==> src/rtl/adc_frame_reader.sv <==
module adc_frame_reader #(
  parameter int RES   = 14,
  parameter int DIV   = 2,
  parameter int SKEW  = 0,
  parameter int OUT_W = 16
) (
  input  logic             clk,
  input  logic             rst_n,
  input  logic             en,
  input  logic             trig,
  input  logic             sdo,
  output logic             sck,
  output logic             conv,
  output logic [OUT_W-1:0] sample,
  output logic             sample_vld,
  output logic             sample_fresh
);
  localparam int DATA_CLKS = 16;
  localparam int ACQ_CLKS  = 2;
  localparam int FRAME     = DATA_CLKS + ACQ_CLKS;
  localparam int FIRST_CAP = 2 + SKEW;
  localparam int LAST_CAP  = RES + 1 + SKEW;
  localparam int PW        = (DIV > 1) ? $clog2(DIV) : 1;
  localparam int EW        = $clog2(FRAME + 1);

  logic [PW-1:0]  ph;
  logic [EW-1:0]  ecnt;
  logic           busy, pend, primed;
  logic [RES-1:0] sr;

  wire [RES-1:0] word  = {sr[RES-2:0], sdo};
  wire [EW-1:0]  enx   = ecnt + 1'b1;
  wire           ph_end = (ph == PW'(DIV - 1));
  wire           rise  = busy && ph_end && !sck;
  wire           fall  = busy && ph_end && sck;
  wire           go    = en || trig || pend;
  wire           cap   = rise && (enx >= EW'(FIRST_CAP)) && (enx <= EW'(LAST_CAP));
  wire           done  = rise && (enx == EW'(LAST_CAP));

  always_ff @(posedge clk) begin
    if (!rst_n) begin
      ph <= '0; ecnt <= '0; busy <= 1'b0; pend <= 1'b0; primed <= 1'b0;
      sck <= 1'b0; conv <= 1'b0; sr <= '0;
      sample <= '0; sample_vld <= 1'b0; sample_fresh <= 1'b0;
    end else begin
      sample_vld <= 1'b0;
      if (trig) pend <= 1'b1;
      if (cap) sr <= word;
      if (done) begin
        sample       <= {{(OUT_W-RES){word[RES-1]}}, word};
        sample_vld   <= 1'b1;
        sample_fresh <= primed;
        primed       <= 1'b1;
      end
      if (!busy) begin
        if (go) begin
          busy <= 1'b1; conv <= 1'b1; ecnt <= '0; ph <= '0; pend <= 1'b0;
        end
      end else if (ph_end) begin
        ph  <= '0;
        sck <= ~sck;
        if (rise) ecnt <= enx;
        if (fall) begin
          if (ecnt == EW'(1)) conv <= 1'b0;
          if (ecnt == EW'(FRAME)) begin
            if (go) begin
              conv <= 1'b1; ecnt <= '0; pend <= 1'b0;
            end else begin
              busy <= 1'b0;
            end
          end
        end
      end else begin
        ph <= ph + 1'b1;
      end
    end
  end

  logic        sck_d, conv_d, seen;
  logic [EW-1:0] rises;
  logic [15:0] hold;

  always_ff @(posedge clk) begin
    if (!rst_n) begin
      sck_d <= 1'b0; conv_d <= 1'b0; seen <= 1'b0; rises <= '0; hold <= '0;
    end else begin
      sck_d  <= sck;
      conv_d <= conv;
      hold   <= (sck != sck_d) ? 16'd1 : ((hold == 16'hFFFF) ? hold : hold + 16'd1);
      if (conv && !conv_d) begin
        rises <= '0;
        seen  <= 1'b1;
      end else if (sck && !sck_d && rises != '1) begin
        rises <= rises + 1'b1;
      end
    end
  end

  a_r1_idle_quiet: assert property (@(posedge clk) disable iff (!rst_n)
    !busy |-> (!sck && !conv));
  a_r2_conv_leads_sck: assert property (@(posedge clk) disable iff (!rst_n)
    ($rose(sck) && rises == '0) |-> conv);
  a_r2_conv_drops_with_sck: assert property (@(posedge clk) disable iff (!rst_n)
    $fell(conv) |-> $fell(sck));
  a_r3_eighteen_clocks: assert property (@(posedge clk) disable iff (!rst_n)
    $rose(conv) |-> (!seen || rises == EW'(FRAME)));
  a_r3_high_phase: assert property (@(posedge clk) disable iff (!rst_n)
    $fell(sck) |-> (hold == 16'(DIV)));
  a_r3_low_phase: assert property (@(posedge clk) disable iff (!rst_n)
    ($rose(sck) && rises != '0) |-> (hold == 16'(DIV)));
  a_r7_vld_single: assert property (@(posedge clk) disable iff (!rst_n)
    sample_vld |=> !sample_vld);
endmodule

==> config.mk <==
export PLATFORM = sky130hd
export DESIGN_NAME = adc_frame_reader
export DESIGN_NICKNAME = d
export VERILOG_FILES = /design/src/rtl/adc_frame_reader.sv
export SDC_FILE = /design/constraint.sdc
export NUM_CORES = 1
export LEC_CHECK = 0
export ABC_AREA = 0
export BUFFER_PORTS_ARGS = -buffer_cell sky130_fd_sc_hd__buf_4
export CORE_ASPECT_RATIO = 1.5
export CORE_UTILIZATION = 44
export CTS_CLUSTER_SIZE = 20
export DETAILED_ROUTE_END_ITERATION = 12
export PLACE_DENSITY = 0.67
export SLEW_MARGIN = 20
export SYNTH_ARGS = -nofsm -noshare
export SYNTH_HDL_FRONTEND = slang
export SYNTH_SLANG_ARGS = --single-unit
==> constraint.sdc <==
create_clock -name clk -period 2.7 [get_ports clk]
set_clock_uncertainty 0.05 [all_clocks]
set_input_delay 0.405 -clock clk [delete_from_list [all_inputs] [get_ports clk]]
set_output_delay 0.405 -clock clk [all_outputs]
set_load 0.005 [all_outputs]
## Word-level counts from Yosys, hierarchy flattened

Cells that the tools add are included.

- Register bits: 40
- Input bits: 5
- Output and inout bits: 20

- Multiplexer cells: 29
- Order comparisons: 2
- Reduce and logical (&&, ||, !) cells: 13
- Bitwise logic cells: 1
- Add/sub/neg operators: 2
- Equal/unequal tests: 5

Operators by type and width:

| kind | count |
|---|---|
| $mux 5 | 7 |
| $mux 1 | 22 |
| $logic_and 1x1->1 | 6 |
| $add 5x1->5 const B | 1 |
| $eq 5x1->1 const B | 1 |
| $eq 5x4->1 const B | 1 |
| $eq 5x5->1 const B | 1 |
| $ge 5x2->1 const B | 1 |
| $le 5x4->1 const B | 1 |
| $reduce_and 2->1 | 2 |
| $reduce_and 3->1 | 1 |
| $logic_or 1x1->1 | 2 |
| $ne 2x1->1 const B | 1 |
| $ne 2x2->1 const B | 1 |
| $reduce_bool 2->1 | 1 |
| $add 1x1->1 const B | 1 |
| $logic_not 1->1 | 1 |
| $not 1->1 | 1 |

## Depth between registers and ports, before layout

- Word-level depth: 8
- Gate-level depth with buffers: 8

## Least setup slack after synthesis

No wires, ideal clock.

- Kind: register -> register
- Start: register ecnt[0]
- End: register sr[10]
- Data arrival time: 1.900 ns
- Setup slack: 0.678 ns
- Stages on the path, launching flop included: 9
- Required time: 2.578 ns
- Clock period less this slack: 2.022 ns
- Setup time: 0.072 ns
- Cells stage by stage: dfxtp_1 inv_1 ha_1 or3_1 o22ai_2 nand3_2 o211ai_4 buf_12 mux2i_1

- Word-level cells in the longest chain between the ends: 4
- Elaborated cells between the ends (all ways): 5
- Classes of those cells: add/sub: 1; order compare: 2; reduce/logical: 2

RTL lines:

| item | line | text |
|---|---|---|
| start, declared | 27 | `logic [EW-1:0] ecnt;` |
| start signal, assigned | 62 | `if (rise) ecnt <= enx;` |
| $add 5x1->5 (*) | 32 | `wire [EW-1:0] enx = ecnt + 1'b1;` |
| $ge 5x2->1 | 37 | `wire cap = rise && (enx >= EW'(FIRST_CAP)) && (enx <= EW'(LAST_CAP));` |
| $logic_and 1x1->1 | 37 |  |
| $logic_and 1x1->1 (*) | 37 |  |
| end signal, assigned | 48 | `if (cap) sr <= word;` |
| end, declared | 29 | `logic [RES-1:0] sr;` |

Every way passes the cells marked *; elsewhere a longest branch is shown, timed or not.
A chain may end at the register's enable or synchronous reset.

## Worst setup path after layout

Ends and elaborated chain as after synthesis.

==> out/qor.txt <==
Netlist cell types = 41
max reg flops = 14
Max Root-Sink Buffers = 2
CP arrival = 2.50 ns
worst hold path type = primary input to flip-flop
Initial Utilization = 0.466
P&R area growth vs syn = 13.3%
max incr delay on CP = 0.50 ns
Mapped Nets = 193
Setup crit end kind = flip-flop
Final Hold Viols = 0
largest net degree at the start of global routing = 42
nets@finish = 212
GPL Wtd Cong = 0.850
Crit path buffers/inverters = 1
DRC errors left = 0
Die Wd = 55.1 um
grt ovf = 0
Synth Warn # = 0
core box area = 3990 um^2
total wire length = 3240 um
CTS sink count = 40
DRT antenna net count = 0
first-pass GRT wire length = 5260 um
Post-CTS Hold Fix Bufs = 0
CP startpoint kind = flip-flop
Pre-antenna DRT Iters = 3
Post-Syn Instances = 185
I/O Buffers = 24
biggest regs = sample (14), sr (13), ecnt (5)
Req. time, crit path = 2.87 ns
met3 wire len = 99 um
min Tclk post-route = 2.33 ns
fmax = 428 MHz
filler instances = 381
Power Total = 0.00118 W
Slowest-stage cell, CP = o211ai_4
relative slew slack = 0.615
Slew Limit Fails = 0
Inserted Diodes = 0
Setup-failing EPs final = 0
vias in the first global route = 1235
Via density = 5.38
peak supply drop = 0.532 mV
HPWL after DPL = 2340 um
routed via count = 1344
outcome = finished, final reports clean
Yosys reg bits = 40
RSZ-0062 raised after global routing = no
Power Dens Cells = 561 nW/um^2
cts repair resizes = 0
drt initial violations = 11
Root Driver = clkbuf_8
Die ar. = 4500 um^2
M1 wire length = 1350 um
die height = 81.7 um
critical path cell sequence = inv_1 > ha_1 > or3_1 > o22ai_2 > nand3_2 > o211ai_4 > mux2i_1
fraction of layout cells with a size suffix above 1 = 0.210
row count = 28
worst-margin pin slew = 0.574 ns
total CTS buffers = 5
TritonCTS clock tree = built
max cap viols = 0
critical path's top delay family = compound AO/OA/AOI/OAI gates
CP Max Fanout = 13
WL per Instance = 12.9 um
Setup CP Type = flip-flop to flip-flop
max layer used = met4
sequential cell area fraction in the yosys report = 0.430
most frequent cells in the layout = dfxtp_1 (40), mux2i_1 (28), buf_4 (25)
clock slew at reported path FFs = 0.08 ns
Leak Pwr = 0.840 nW
initial antenna violation count = 0
final worst path period share = 0.865
H-tree Lvls = 2
met2 wire length = 1700 um
Post-Syn Area = 1860 um^2
Clk Latency, worst-skew pair = 0.29 ns
Top reg by flops = sample
IO Count = 25
Final Core Density = 0.529
Fin Setup TNS = 0 ns
Synth Area per Inst = 10.1 um^2
total global-route track usage = 0.164
commonest non-fill, non-tap cell in the layout = dfxtp_1
Post-CTS Setup Inserts = 0
-- per-stage QoR --
stage          std cells  setup slack (ns)  hold slack, ns  area (um^2)
2_1_floorplan        185             0.678           0.388         1860
3_3_place_gp         242             0.495           0.398         1980
3_5_place_dp         242             0.370           0.408         1980
4_1_cts              250             0.348           0.310         2110
5_1_grt              250             0.197           0.325         2110
6_report             250             0.366           0.317         2110
-- final cells by class --
type,count,area (um^2),area share
clock inverters,1,30.0,0.0142
inverters,5,18.8,0.00889
clock buffers,7,96.3,0.0456
flip-flops and latches,40,801,0.379
multi-input cells,127,921,0.436
well taps,45,56.3,0.0267
repair buffers,25,188,0.0889
-- cells in the mapped netlist, drive strengths merged --
cell type,n,share of area
ha,3,0.020
inv,5,0.010
nand4b,2,0.0094
and2,3,0.011
nor2b,16,0.054
nor2,8,0.017
a211oi,2,0.011
and3b,1,0.0047
a21boi,3,0.014
nand3,6,0.024
o211a,1,0.0054
nand4,1,0.0034
buf,9,0.056
o41ai,1,0.0047
a31oi,1,0.0034
a221oi,1,0.0047
dfxtp,40,0.43
nand2b,1,0.0034
clkbuf,4,0.013
o21a,3,0.012
mux2i,28,0.15
nand2,23,0.046
a21oi,2,0.0054
o2111ai,1,0.0081
nor3,2,0.0054
a41oi,2,0.0094
xnor2,2,0.0094
xor2,1,0.0047
o22ai,1,0.0067
o21ai,9,0.024
o211ai,1,0.011
or3,2,0.0067
-- worst reg2reg max path: stages (launching register included) --
cell and delay, ns:
dfxtp_1 0.49, inv_1 0.08, ha_1 0.33, or3_1 0.33
o22ai_2 0.11, nand3_2 0.11, o211ai_4 0.50, mux2i_1 0.28
-- power breakdown --
part	switching, W	internal [W]
Combinational	0.0000271	0.0000208
Clock	0.000205	0.000326
Sequential	0.00000894	0.000595
-- per-layer routing --
metal  global-route usage  up-vias
met2                0.278       25
met5                    0        -
met3               0.0500        7
met1                0.171      638
li1                     -      674
met4               0.0950        0
-- logic make-up (layout without fill, tap and decap cells) --
family,after synthesis,in the layout,synth area share
mux,28,28,0.150
compound gates,28,28,0.120
xor+xnor,3,3,0.0141
buf+inv,18,38,0.0799
fa+ha+maj,3,3,0.0201
simple gates,65,65,0.185
flops,40,40,0.430
-- worst paths after layout --
| check | startpoint | end | slack [ns] | cells after the start |
|---|---|---|---|---|
| setup / recovery | ecnt[0] | sr[10] | 0.37 | 7 |
| hold / removal | trig | pend | 0.32 | 2 |
| setup reg to reg | ecnt[0] | sr[10] | 0.37 | 7 |
| hold reg to reg | primed | primed | 0.43 | 1 |
(Power assumes the default switching activity.)
